===== src/rtl/ircg_pkg.sv =====
package ircg_pkg;
   localparam int SRC_W        = 2;
   localparam int OFF_CTRL     = 'h0;
   localparam int OFF_MOD      = 'h4;
   localparam int CTRL_EN_BIT  = 0;
   localparam int CTRL_INIT_BIT = 2;
   localparam int CTRL_SRC_LSB = 12;
   localparam int MOD_HI_LSB   = 16;
   localparam int MOD_LO_LSB   = 0;

   typedef enum logic [SRC_W-1:0] {
      SRC_SYS   = 2'd0,
      SRC_XTAL  = 2'd1,
      SRC_US1   = 2'd2,
      SRC_US10  = 2'd3
   } ircg_src_e;

   typedef enum logic {
      PH_HIGH = 1'b0,
      PH_LOW  = 1'b1
   } ircg_phase_e;
endpackage


===== src/rtl/ircg_regs.sv =====
module ircg_regs
   import ircg_pkg::*;
#(
   parameter int ADDR_W    = 4,
   parameter int DATA_W    = 32,
   parameter int CNT_W     = 16,
   parameter int RST_SRC   = 2,
   parameter int RST_HI_M1 = 12,
   parameter int RST_LO_M1 = 12
) (
   input  logic              clk,
   input  logic              rst_n,
   input  logic              wr_en,
   input  logic [ADDR_W-1:0] wr_addr,
   input  logic [DATA_W-1:0] wr_data,
   input  logic [ADDR_W-1:0] rd_addr,
   output logic [DATA_W-1:0] rd_data,
   output logic              en_o,
   output logic              init_high_o,
   output ircg_src_e         src_o,
   output logic [CNT_W-1:0]  hi_m1_o,
   output logic [CNT_W-1:0]  lo_m1_o
);
   localparam logic [ADDR_W-1:0] A_CTRL = ADDR_W'(OFF_CTRL);
   localparam logic [ADDR_W-1:0] A_MOD  = ADDR_W'(OFF_MOD);
   localparam ircg_src_e         SRC_RST = ircg_src_e'(SRC_W'(RST_SRC));

   if (DATA_W != 32) begin : g_chk_data
      $error("ircg_regs: DATA_W must be 32");
   end
   if (CNT_W < 1 || CNT_W > 16) begin : g_chk_cnt
      $error("ircg_regs: CNT_W must lie in 1..16");
   end
   if (ADDR_W < 3) begin : g_chk_addr
      $error("ircg_regs: ADDR_W must reach offset 0x4");
   end

   logic              en_q;
   logic              init_q;
   ircg_src_e         src_q;
   logic [CNT_W-1:0]  hi_q;
   logic [CNT_W-1:0]  lo_q;
   logic              unused_wr_bits;

   assign unused_wr_bits = ^wr_data;

   always_ff @(posedge clk or negedge rst_n) begin
      if (!rst_n) begin
         en_q   <= 1'b0;
         init_q <= 1'b0;
         src_q  <= SRC_RST;
         hi_q   <= CNT_W'(RST_HI_M1);
         lo_q   <= CNT_W'(RST_LO_M1);
      end else if (wr_en) begin
         if (wr_addr == A_CTRL) begin
            en_q   <= wr_data[CTRL_EN_BIT];
            init_q <= wr_data[CTRL_INIT_BIT];
            src_q  <= ircg_src_e'(wr_data[CTRL_SRC_LSB +: SRC_W]);
         end else if (wr_addr == A_MOD) begin
            hi_q <= wr_data[MOD_HI_LSB +: CNT_W];
            lo_q <= wr_data[MOD_LO_LSB +: CNT_W];
         end
      end
   end

   always_comb begin
      rd_data = '0;
      if (rd_addr == A_CTRL) begin
         rd_data[CTRL_EN_BIT]               = en_q;
         rd_data[CTRL_INIT_BIT]             = init_q;
         rd_data[CTRL_SRC_LSB +: SRC_W]     = src_q;
      end else if (rd_addr == A_MOD) begin
         rd_data[MOD_HI_LSB +: CNT_W]       = hi_q;
         rd_data[MOD_LO_LSB +: CNT_W]       = lo_q;
      end
   end

   assign en_o        = en_q;
   assign init_high_o = init_q;
   assign src_o       = src_q;
   assign hi_m1_o     = hi_q;
   assign lo_m1_o     = lo_q;

   // writes to an unmapped offset leave both words untouched
   assert_bad_addr_ignored_R2: assert property (@(posedge clk) disable iff (!rst_n)
      (wr_en && wr_addr != A_CTRL && wr_addr != A_MOD) |=>
         ($stable(en_q) && $stable(init_q) && $stable(src_q) &&
          $stable(hi_q) && $stable(lo_q)));
endmodule


===== src/rtl/ircg_tick_sel.sv =====
module ircg_tick_sel
   import ircg_pkg::*;
#(
   parameter int XTAL_DIV = 3
) (
   input  logic      clk,
   input  logic      rst_n,
   input  logic      run,
   input  ircg_src_e src,
   input  logic      xtal_tick,
   input  logic      tick_1us,
   input  logic      tick_10us,
   output logic      tick_o
);
   if (XTAL_DIV < 1) begin : g_chk_div
      $error("ircg_tick_sel: XTAL_DIV must be at least 1");
   end

   logic xtal_div_tick;

   if (XTAL_DIV == 1) begin : g_div_bypass
      assign xtal_div_tick = xtal_tick;
   end else begin : g_div_count
      localparam int DIV_W = $clog2(XTAL_DIV);
      localparam logic [DIV_W-1:0] DIV_LAST = DIV_W'(XTAL_DIV - 1);
      logic [DIV_W-1:0] div_q;

      always_ff @(posedge clk or negedge rst_n) begin
         if (!rst_n) begin
            div_q <= '0;
         end else if (!run) begin
            div_q <= '0;
         end else if (xtal_tick) begin
            div_q <= (div_q == DIV_LAST) ? '0 : div_q + 1'b1;
         end
      end

      assign xtal_div_tick = xtal_tick && (div_q == DIV_LAST);
   end

   always_comb begin
      unique case (src)
         SRC_SYS:  tick_o = 1'b1;
         SRC_XTAL: tick_o = xtal_div_tick;
         SRC_US1:  tick_o = tick_1us;
         SRC_US10: tick_o = tick_10us;
         default:  tick_o = 1'b0;
      endcase
   end

   // a divided crystal tick only ever coincides with a crystal pulse
   assert_xtal_gate_R4: assert property (@(posedge clk) disable iff (!rst_n)
      (src == SRC_XTAL && tick_o) |-> xtal_tick);
endmodule


===== src/rtl/ircg_phase_ctr.sv =====
module ircg_phase_ctr
   import ircg_pkg::*;
#(
   parameter int CNT_W     = 16,
   parameter int RST_HI_M1 = 12,
   parameter int RST_LO_M1 = 12
) (
   input  logic             clk,
   input  logic             rst_n,
   input  logic             run,
   input  logic             tick,
   input  logic [CNT_W-1:0] hi_m1,
   input  logic [CNT_W-1:0] lo_m1,
   output logic             phase_high_o,
   output logic             period_end_o
);
   ircg_phase_e      phase_q;
   logic [CNT_W-1:0] cnt_q;
   logic [CNT_W-1:0] hi_sh_q;
   logic [CNT_W-1:0] lo_sh_q;
   logic             pend_q;

   always_ff @(posedge clk or negedge rst_n) begin
      if (!rst_n) begin
         phase_q <= PH_HIGH;
         cnt_q   <= '0;
         hi_sh_q <= CNT_W'(RST_HI_M1);
         lo_sh_q <= CNT_W'(RST_LO_M1);
         pend_q  <= 1'b0;
      end else if (!run) begin
         phase_q <= PH_HIGH;
         cnt_q   <= '0;
         hi_sh_q <= hi_m1;
         lo_sh_q <= lo_m1;
         pend_q  <= 1'b0;
      end else begin
         pend_q <= 1'b0;
         if (tick) begin
            if (phase_q == PH_HIGH) begin
               if (cnt_q == hi_sh_q) begin
                  phase_q <= PH_LOW;
                  cnt_q   <= '0;
               end else begin
                  cnt_q <= cnt_q + 1'b1;
               end
            end else begin
               if (cnt_q == lo_sh_q) begin
                  phase_q <= PH_HIGH;
                  cnt_q   <= '0;
                  hi_sh_q <= hi_m1;
                  lo_sh_q <= lo_m1;
                  pend_q  <= 1'b1;
               end else begin
                  cnt_q <= cnt_q + 1'b1;
               end
            end
         end
      end
   end

   assign phase_high_o = (phase_q == PH_HIGH);
   assign period_end_o = pend_q;

   // a disabled cycle leaves the counter at the start of a high phase
   assert_held_idle_R7: assert property (@(posedge clk) disable iff (!rst_n)
      !run |=> (cnt_q == '0 && phase_q == PH_HIGH && !pend_q));

   // latched counts change only at a period boundary while running
   assert_shadow_hold_R8: assert property (@(posedge clk) disable iff (!rst_n)
      (run && $past(run) && !pend_q) |-> ($stable(hi_sh_q) && $stable(lo_sh_q)));

   // the period strobe never lasts more than one cycle
   assert_pulse_single_R9: assert property (@(posedge clk) disable iff (!rst_n)
      pend_q |=> !pend_q);

   // the phase counter never passes the latched phase length
   assert_cnt_bound_R3: assert property (@(posedge clk) disable iff (!rst_n)
      run |-> ((phase_q == PH_HIGH) ? (cnt_q <= hi_sh_q) : (cnt_q <= lo_sh_q)));
endmodule


===== src/rtl/ir_carrier_gen.sv =====
module ir_carrier_gen
   import ircg_pkg::*;
#(
   parameter int ADDR_W    = 4,
   parameter int DATA_W    = 32,
   parameter int CNT_W     = 16,
   parameter int XTAL_DIV  = 3,
   parameter int RST_SRC   = 2,
   parameter int RST_HI_M1 = 12,
   parameter int RST_LO_M1 = 12
) (
   input  logic              clk,
   input  logic              rst_n,
   input  logic              wr_en,
   input  logic [ADDR_W-1:0] wr_addr,
   input  logic [DATA_W-1:0] wr_data,
   input  logic [ADDR_W-1:0] rd_addr,
   output logic [DATA_W-1:0] rd_data,
   input  logic              xtal_tick,
   input  logic              tick_1us,
   input  logic              tick_10us,
   output logic              carrier_o,
   output logic              period_end_o
);
   logic             en;
   logic             init_high;
   ircg_src_e        src;
   logic [CNT_W-1:0] hi_m1;
   logic [CNT_W-1:0] lo_m1;
   logic             tick;
   logic             phase_high;

   ircg_regs #(
      .ADDR_W(ADDR_W), .DATA_W(DATA_W), .CNT_W(CNT_W), .RST_SRC(RST_SRC),
      .RST_HI_M1(RST_HI_M1), .RST_LO_M1(RST_LO_M1)
   ) u_regs (
      .clk(clk), .rst_n(rst_n),
      .wr_en(wr_en), .wr_addr(wr_addr), .wr_data(wr_data),
      .rd_addr(rd_addr), .rd_data(rd_data),
      .en_o(en), .init_high_o(init_high), .src_o(src),
      .hi_m1_o(hi_m1), .lo_m1_o(lo_m1)
   );

   ircg_tick_sel #(.XTAL_DIV(XTAL_DIV)) u_tick (
      .clk(clk), .rst_n(rst_n), .run(en), .src(src),
      .xtal_tick(xtal_tick), .tick_1us(tick_1us), .tick_10us(tick_10us),
      .tick_o(tick)
   );

   ircg_phase_ctr #(
      .CNT_W(CNT_W), .RST_HI_M1(RST_HI_M1), .RST_LO_M1(RST_LO_M1)
   ) u_phase (
      .clk(clk), .rst_n(rst_n), .run(en), .tick(tick),
      .hi_m1(hi_m1), .lo_m1(lo_m1),
      .phase_high_o(phase_high), .period_end_o(period_end_o)
   );

   assign carrier_o = init_high | (en & phase_high);
endmodule


===== config.mk =====
export PLATFORM = sky130hd
export DESIGN_NAME = ir_carrier_gen
export DESIGN_NICKNAME = d
export VERILOG_FILES = /design/src/rtl/ircg_pkg.sv /design/src/rtl/ircg_regs.sv /design/src/rtl/ircg_tick_sel.sv /design/src/rtl/ircg_phase_ctr.sv /design/src/rtl/ir_carrier_gen.sv
export SDC_FILE = /design/constraint.sdc
export NUM_CORES = 1
export LEC_CHECK = 0
export BUFFER_PORTS_ARGS = -buffer_cell sky130_fd_sc_hd__buf_2
export CORE_UTILIZATION = 60
export CTS_BUF_LIST = sky130_fd_sc_hd__clkbuf_16
export DETAILED_ROUTE_END_ITERATION = 10
export PLACE_DENSITY_LB_ADDON = 0.3
export SLEW_MARGIN = 10
export SYNTH_ARGS = -nofsm -noshare
export SYNTH_HDL_FRONTEND = slang
export SYNTH_SLANG_ARGS = --single-unit

===== constraint.sdc =====
create_clock -name clk -period 4.22 [get_ports clk]
set_input_delay 0.211 -clock clk [delete_from_list [all_inputs] [get_ports clk]]
set_output_delay 0.211 -clock clk [all_outputs]
set_load 0.005 [all_outputs]

==> flow_metrics.tcl, run 1 <==
set metrics [dict create \
    ff2ff_path_depth 6 \
    endpoint_kind "flop" \
    max_slew_margin_pct 29.2 \
    synth_seq_cells 88 \
    rsz0062_at_grt "false" \
    ctsHoldBuffers 0 \
    crit_type "flop to flop" \
    ctsRootBufferMaster "clkbuf_16" \
    path_max_fanout 34 \
    yosysWarningCount 0 \
    wl_per_cell_um 16.4 \
    cts_max_path_buffers 2 \
    finish.instance_area_um2 5130 \
    htreeDepth 3 \
    total_leakage_power_nw 2.39 \
    placed_cell_area_um2 4860 \
    cts_resized 0 \
    cts-buffers-inserted 9 \
    clockPowerShare_pct 26.1 \
    final_hold_viol_count 0 \
    place.gp.congestion 0.864 \
    final_core_util_pct 70.8 \
    p_sw_share_pct 30.5 \
    pwr-share-comb_pct 26.3 \
    synth.avg_cell_area_um2 12.5 \
    dieArea_um2 7850 \
    syn_inst 360 \
    yosysSeqAreaShare_pct 49.2 \
    grt_max_degree 89 \
    num_vias 2955 \
    synth_top_area_share_pct 43.9 \
    clk_pin_slew_ns 0.06 \
    netlist_top_cells_area "dfrtp_1 44%, mux2_2 9.8%, mux2_4 9.7%" \
    setup_slack_ns 1.47 \
    crit_required_ns 4.42 \
    post_cts_buffers 0 \
    vias_per_cell 5.52 \
    irDropWorstVdd_mv 0.368 \
    antenna_found_initial 0 \
    synth_nets 407 \
    seq_power_share_pct 47.6 \
    grt_pass1_vias 2833 \
    core_area_um2 7250 \
    drive_gt1_share_pct 41.5 \
    arrival_ns 2.95 \
    synthArstFlopShare_pct 100 \
    num_rows 31 \
    hold-worst-slack_ns 0.0673 \
    ios 80 \
    p_int_mw 1.93 \
    cts_tree "built" \
    ys.flop_type "dfrtp_1" \
    synth_largest_area_cell "dfrtp_1" \
    fin_crit_sh_pct 65.1 \
    cap_violations 0 \
    yosysMostFrequentCell "dfrtp_1" \
    overflow 0 \
    slew_violations 0 \
    synth_cell_types 48 \
    skew_ns 0.00665 \
    clock-sinks 88 \
    power_mw 2.78 \
    clk_latency_ns 0.34 \
    syn_area_um2 4500 \
    place_inst 519 \
    fmax_mhz 364 \
    grt_use_total_pct 24.4 \
    synth_edf_count 0 \
    area_growth_pct 14.1 \
    p_per_area_nw_per_um2 542 \
    finalSetupTns_ns 0 \
    finalNonFillerCells 535 \
    switching_power_uw 848 \
    ant_nets 0 \
    portBuffers 79 \
    die-height_um 88.6 \
    ys_top_cells_by_count "79 x dfrtp_1, 39 x mux2_2, 37 x xnor2_1, 29 x mux2_4, 28 x and2_1" \
    remaining_drc_errors 0 \
    post-place-ws_ns 1.51 \
    n_fill_cell 529 \
    worstSetupStartpointType "flop" \
    totalWireLength_um 8760 \
    grt_pass1_wl_um 14300 \
    dpl.hpwl_um 6180 \
    finalSetupViolCount 0 \
    worstMarginPinSlew_ns 1.06 \
    min_path_type "input port to asynchronous set/reset pin" \
    first_pass_iters 4 \
    drtIter0Drc 143 \
    outcome "complete, no violations" \
    min_period_ns 2.75 \
    floorplan.initialDensity_pct 62.0 \
    die_w_um 88.6 \
    antennaDiodeCount 0 \
    nNetsFinal 478 \
]
-- sequential cells by signal, summed over array words and instances, names as in the netlist, 2 cells and up --
name,cells
u_phase.cnt_q,16
u_phase.hi_sh_q,16
u_phase.lo_sh_q,16
u_regs.hi_m1_o,16
u_regs.lo_m1_o,16
u_regs.src_o,2
u_tick.g_div_count.div_q,2
-- cells in the final DEF (no fill, tap or decap), drive strengths merged, types with 5 or more instances in the layout --
master,netlist,routed
mux2,68,68
xnor2,38,38
nor3,6,6
clkbuf,4,9
buf,17,81
nor2,22,22
dfstp,9,9
mux2i,6,6
nand3,11,11
nor4,5,5
dfrtp,79,79
and2,29,29
nand2,13,13
nand4,15,15
inv,4,6
-- area by class of cell --
class	count	area [µm²]	share of cell area, %
well taps	99	124	2.41
repair buffers	81	413	8.04
clock inverters	7	46.3	0.902
flip-flops and latches	88	2210	43.1
multi-input cells	247	2100	40.9
inverters	4	15.0	0.292
clock buffers	9	225	4.39
-- layer usage --
layer  wire length (µm)  global-route usage [%]  vias up
li1                   -                       -     1399
met1               4080                    35.1     1456
met2               4170                    37.3       84
met3                346                    4.20       16
met4                170                    9.53        0
met5                  0                       0        -
-- path summary, 6_finish.rpt --
check / start / endpoint / slack, ns
min in group clk: wr_data[0] / u_regs.en_o / 0.10
worst min register to register: u_regs.hi_m1_o[5] / u_phase.hi_sh_q[5] / 0.53
worst max register to register: u_phase.cnt_q[9] / u_phase.cnt_q[7] / 1.47
worst max-delay path: u_phase.cnt_q[9] / u_phase.cnt_q[7] / 1.47
worst min-delay path: rst_n / u_regs.hi_m1_o[13] / 0.07
max in group asynchronous: rst_n / u_regs.lo_m1_o[13] / 3.47
-- power by group through the flow --
stage	clock network, mW	logic, mW	registers, mW
2_1_floorplan	0	0.636	1.24
3_3_place_gp	0	0.706	1.33
3_5_place_dp	0	0.727	1.33
4_1_cts	0.729	0.736	1.32
5_1_grt	0.772	0.797	1.35
6_report	0.726	0.733	1.32
-- logic make-up (layout without fill, tap and decap cells) --
| family | after synthesis | in the layout | synth area share, % |
|---|---|---|---|
| AND/OR/NAND/NOR | 117 | 117 | 14.9 |
| flip-flops | 88 | 88 | 49.2 |
| XOR/XNOR | 40 | 40 | 7.95 |
| multiplexers | 74 | 74 | 20.8 |
| adder cells (fa/ha/maj) | 1 | 1 | 0.278 |
| AO/OA/AOI/OAI | 15 | 15 | 2.67 |
| buffers and inverters | 25 | 101 | 4.23 |
-- worst max-delay path, cell delays in order (launching register included) --
cell	delay, ns
dfrtp_1	0.50
xnor2_1	0.28
nand4_1	0.13
nor4_2	0.30
a41o_2	0.93
o21bai_2	0.37
nor2_1	0.10
Note: power is estimated with default switching activity, not from simulation.
==> run 2: changes to the inputs <==
--- a/config.mk
+++ b/config.mk
@@ -6,7 +6,7 @@
 export NUM_CORES = 1
 export LEC_CHECK = 0
 export BUFFER_PORTS_ARGS = -buffer_cell sky130_fd_sc_hd__buf_2
-export CORE_UTILIZATION = 60
+export CORE_UTILIZATION = 51
 export CTS_BUF_LIST = sky130_fd_sc_hd__clkbuf_16
 export DETAILED_ROUTE_END_ITERATION = 10
 export PLACE_DENSITY_LB_ADDON = 0.3
==> constraint.sdc (replaced) <==
create_clock -name clk -period 2.3 [get_ports clk]
set_input_delay 0.115 -clock clk [delete_from_list [all_inputs] [get_ports clk]]
set_output_delay 0.115 -clock clk [all_outputs]
set_load 0.005 [all_outputs]
==> run 2 against run 1 <==
Effect of this change:
- non-clock buffer count up 15
- worst hold slack worse by 0.060 ns
- cell count up 3.9%
- critical path depth is the same
- utilization down 7.2 points
- first-iteration DRC count up 34%
- routed wire length grew 2.1%
- combinational power rose by 91%
- sequential power grew 82%
- global-route usage decreased by 2.5 points
- setup slack worse by 1.4 ns
- register-to-register slack worse by 1.4 ns
- critical path type unchanged
- critical endpoint is now u_phase.lo_sh_q[15]
==> flow_metrics.tcl, run 2 (synthesis results as in run 1) <==
set metrics [dict create \
    layout_common_cells "79 x dfrtp_1, 78 x buf_2, 39 x mux2_2" \
    ctsRootBufferMaster "clkbuf_16" \
    core_area_um2 8380 \
    first_pass_iters 4 \
    worstSetupStartpointType "flop" \
    floorplan.initialDensity_pct 53.7 \
    p_per_area_nw_per_um2 986 \
    grt_max_degree 39 \
    remaining_drc_errors 0 \
    grt_pass1_wl_um 15100 \
    clk_pin_slew_ns 0.06 \
    grt_pass1_vias 2964 \
    ff2ff_path_depth 6 \
    clock-sinks 88 \
    area_growth_pct 18.4 \
    max_slew_margin_pct 66.1 \
    dieArea_um2 9200 \
    slew_violations 0 \
    power_mw 5.25 \
    finalNonFillerCells 556 \
    finalSetupTns_ns 0 \
    timing.rr.start "u_phase.cnt_q[14]" \
    hold_end "u_regs.hi_m1_o[10]" \
    drive_gt1_share_pct 43.5 \
    die-height_um 95.9 \
    path_max_fanout 17 \
    nNetsFinal 493 \
    num_rows 33 \
    final_core_util_pct 63.6 \
    crit_required_ns 2.52 \
    totalWireLength_um 8950 \
    post-place-ws_ns 0.0477 \
    overflow 0 \
    skew_ns 0.00424 \
    worstMarginPinSlew_ns 0.508 \
    crit_type "flop to flop" \
    grt_use_total_pct 21.9 \
    drtIter0Drc 191 \
    cts_max_path_buffers 2 \
    ant_nets 0 \
    setup_slack_ns 0.111 \
    place.gp.congestion 0.924 \
    arrival_ns 2.41 \
    cap_violations 0 \
    holdCritStartpoint "wr_data[26]" \
    dpl.hpwl_um 6630 \
    r2r_setup_slack_ns 0.11 \
    wl_per_cell_um 16.1 \
    antenna_found_initial 0 \
    fmax_mhz 457 \
    min_path_type "input port to flop" \
    vias_per_cell 5.40 \
    endpoint_kind "flop" \
    min_period_ns 2.19 \
    irDropWorstVdd_mv 0.465 \
    fin_crit_sh_pct 95.2 \
    ios 80 \
    num_vias 3002 \
    antennaDiodeCount 0 \
    final_hold_viol_count 0 \
    place_inst 537 \
    clk_latency_ns 0.33 \
    htreeDepth 3 \
    die_w_um 95.9 \
    r2r-end "u_phase.lo_sh_q[15]" \
    total_leakage_power_nw 2.50 \
    portBuffers 79 \
    finalSetupViolCount 0 \
    cts-buffers-inserted 9 \
    outcome "complete, no violations" \
    layout_commonest_cell "dfrtp_1" \
    whs_path_depth 2 \
    cts_tree "built" \
]
## run 2: metrics by stage
stage / area (µm²) / hold WS (ns)
2_1_floorplan: 4500 / -0.181
3_3_place_gp: 5000 / 0.120
3_5_place_dp: 5000 / 0.131
4_1_cts: 5310 / 0.00519
5_1_grt: 5330 / 0.00338
6_report: 5330 / 0.00770
## run 2: metal layers
| metal | vias to the layer above | wire length, µm | global-route usage (%) |
|---|---|---|---|
| met5 | - | 0 | 0 |
| met4 | 0 | 129 | 5.60 |
| met3 | 15 | 371 | 5.29 |
| met2 | 82 | 4270 | 33.9 |
| met1 | 1473 | 4180 | 31.1 |
| li1 | 1432 | - | - |
## run 2: layout make-up
type / instances / area, µm²
Fill cell: 648 / 3050
Sequential cell: 88 / 2210
Multi-Input combinational cell: 247 / 2110
Timing Repair Buffer: 96 / 568
Clock buffer: 9 / 225
Tap cell: 105 / 131
Clock inverter: 7 / 68.8
Inverter: 4 / 15.0
## run 2: report_power, final
part	total, mW	switching [mW]	internal, mW
combinational	1.40	0.541	0.860
clock	1.45	0.610	0.842
sequential	2.40	0.393	2.01
total	5.25	1.54	3.71
## run 2: worst max-delay path by stage
| stage | end | start |
|---|---|---|
| 2_1_floorplan | u_phase.hi_sh_q[0] | u_phase.cnt_q[3] |
| 3_3_place_gp | u_phase.hi_sh_q[15] | u_phase.cnt_q[14] |
| 3_5_place_dp | u_phase.lo_sh_q[15] | u_phase.cnt_q[14] |
| 4_1_cts | u_phase.lo_sh_q[15] | u_phase.cnt_q[14] |
| 5_1_grt | u_phase.cnt_q[3] | u_phase.cnt_q[14] |
| 6_report | u_phase.lo_sh_q[15] | u_phase.cnt_q[14] |
## run 2: critical path: stages, from the launching register on
cell and delay [ns]:
dfrtp_1 0.49, xnor2_2 0.27, nand4_1 0.13, nor4_2 0.33, a41o_2 0.30, buf_12 0.18
mux2_2 0.35
## run 2: what timing repair did
item	4_1_cts	5_1_grt
buffers inserted	0	1
hold endpoints to repair	36	0
hold buffers	2	0
gates resized for setup	0	1
endpoints found under the setup margin	0	18
==> run 3: changes to the inputs <==
--- a/config.mk
+++ b/config.mk
@@ -5,10 +5,10 @@
 export SDC_FILE = /design/constraint.sdc
 export NUM_CORES = 1
 export LEC_CHECK = 0
-export BUFFER_PORTS_ARGS = -buffer_cell sky130_fd_sc_hd__buf_2
-export CORE_UTILIZATION = 51
+export CORE_UTILIZATION = 63
 export CTS_BUF_LIST = sky130_fd_sc_hd__clkbuf_16
 export DETAILED_ROUTE_END_ITERATION = 10
+export DONT_BUFFER_PORTS = 1
 export PLACE_DENSITY_LB_ADDON = 0.3
 export SLEW_MARGIN = 10
 export SYNTH_ARGS = -nofsm -noshare
==> constraint.sdc (replaced) <==
create_clock -name clk -period 2.5 [get_ports clk]
set_input_delay 0.125 -clock clk [delete_from_list [all_inputs] [get_ports clk]]
set_output_delay 0.125 -clock clk [all_outputs]
set_load 0.005 [all_outputs]
==> run 3 against run 2 <==
Effect of this change:
- clock-buffer cell count is the same
- clock skew grew 0.0045 ns
- worst hold slack gained 0.081 ns
- combinational power shrank 10%
- final area shrank 3.1%
- first-iteration DRC count grew 4.2%
- critical path type unchanged
- sequential cell count is the same
- largest cell class unchanged
- sequential share of layout area grew 1.3 points
- maximum frequency shrank 3.5%
- die area shrank 19%
- non-clock buffer count shrank 56
==> flow_metrics.tcl, run 3 (synthesis results as in run 1) <==
set metrics [dict create \
    fmax_mhz 441 \
    min_path_type "input port to flop" \
    power_mw 4.82 \
    finalNonFillerCells 491 \
    cpPeakStageDelay_ns 0.49 \
    setup_slack_ns 0.233 \
    grt_util_met3_pct 5.14 \
    first_pass_iters 4 \
    cts_max_path_buffers 2 \
    total_leakage_power_nw 2.21 \
    r2r_setup_slack_ns 0.23 \
    arrival_ns 2.49 \
    grt_pass1_wl_um 15200 \
    hold_end "u_regs.en_o" \
    final_core_util_pct 75.5 \
    dieArea_um2 7490 \
    drive_gt1_share_pct 26.8 \
    crit_required_ns 2.73 \
    min_period_ns 2.27 \
    antenna_found_initial 0 \
    dpl.hpwl_um 5970 \
    num_vias 2857 \
    die_w_um 86.5 \
    worstSetupStartpointType "flop" \
    clk_latency_ns 0.34 \
    place.gp.congestion 0.893 \
    ios 80 \
    place_inst 440 \
    layout_common_cells "79 x dfrtp_1, 39 x mux2_2, 37 x xnor2_1" \
    remaining_drc_errors 0 \
    whs_path_depth 2 \
    finalSetupViolCount 0 \
    p_per_area_nw_per_um2 935 \
    floorplan.initialDensity_pct 65.9 \
    grt.met2_usage_pct 42.5 \
    clock-sinks 88 \
    outcome "complete, no violations" \
    rsz0062_at_grt "false" \
    endpoint_kind "flop" \
    top_usage_layer "met2" \
    cts_tree "built" \
    skew_ns 0.00871 \
    ff2ff_path_depth 6 \
    worstMarginPinSlew_ns 0.551 \
    finish.instance_area_um2 5160 \
    overflow 0 \
    portBuffers 0 \
    area_growth_pct 14.7 \
    ctsRootBufferMaster "clkbuf_16" \
    num_rows 30 \
    cts_resized 0 \
    totalWireLength_um 9440 \
    crit_type "flop to flop" \
    grt_use_total_pct 27.4 \
    cts-buffers-inserted 9 \
    timing.rr.start "u_phase.cnt_q[12]" \
    vias_per_cell 5.82 \
    r2r-end "u_phase.cnt_q[13]" \
    slew_violations 0 \
    grt_max_degree 89 \
    placed_cell_area_um2 4500 \
    hold-worst-slack_ns 0.0883 \
    drtIter0Drc 199 \
    irDropWorstVdd_mv 0.581 \
    fin_crit_sh_pct 90.7 \
    clk_pin_slew_ns 0.06 \
    ant_nets 0 \
    cap_violations 0 \
    post-place-ws_ns 0.276 \
    nNetsFinal 437 \
    final_hold_viol_count 0 \
    path_max_fanout 9 \
    cp_cell_sequence "xnor2_1, nand4_1, nor4_4, a21oi_2, and2_4, a221o_1" \
    critPathSlowestCell "dfrtp_1" \
    finalSetupTns_ns 0 \
    layout_commonest_cell "dfrtp_1" \
    antennaDiodeCount 0 \
    ctsHoldBuffers 35 \
    wl_per_cell_um 19.2 \
    grt_pass1_vias 2939 \
    post_cts_buffers 0 \
    holdCritStartpoint "wr_addr[2]" \
    max_slew_margin_pct 63.0 \
    die-height_um 86.5 \
    core_area_um2 6830 \
    htreeDepth 3 \
    use_met1_pct 37.8 \
]
run 3: critical path: cells and delay by family (launching register included):
family	cells	cell delay (ns)
and+or+nand+nor	3	0.90
AOI/OAI and AO/OA	2	0.52
DFF	1	0.49
xor gates and xnor gates	1	0.24
run 3: area by class of cell:
class / count / area (µm²)
clock buffers: 9 / 225
clock inverters: 7 / 70.1
fillers: 417 / 1670
inverters: 4 / 15.0
multi-input cells: 247 / 2100
flip-flops and latches: 88 / 2210
well taps: 96 / 120
repair buffers: 40 / 418
run 3: power breakdown:
part	internal, mW	leakage [nW]	total [mW]	switching (mW)
Sequential	1.85	1.09	2.23	0.385
Combinational	0.760	0.976	1.26	0.497
Clock	0.774	0.141	1.33	0.560
run 3: how the worst max path moves through the flow:
| stage | from | end | slack [ns] |
|---|---|---|---|
| after floorplan | u_phase.cnt_q[3] | u_phase.hi_sh_q[0] | 0.52 |
| after global placement | u_phase.cnt_q[14] | u_phase.lo_sh_q[15] | 0.34 |
| after detailed placement | u_phase.cnt_q[14] | u_phase.hi_sh_q[7] | 0.28 |
| after CTS | u_phase.cnt_q[14] | u_phase.hi_sh_q[15] | 0.26 |
| after global routing | u_phase.cnt_q[12] | u_phase.cnt_q[3] | 0.15 |
| final | u_phase.cnt_q[12] | u_phase.cnt_q[13] | 0.23 |
run 3: routing by layer:
metal / part of all wire [%] / up-vias
li1: - / 1313
met1: 45 / 1432
met2: 48 / 96
met3: 4.4 / 16
met4: 2.3 / 0
met5: 0 / -
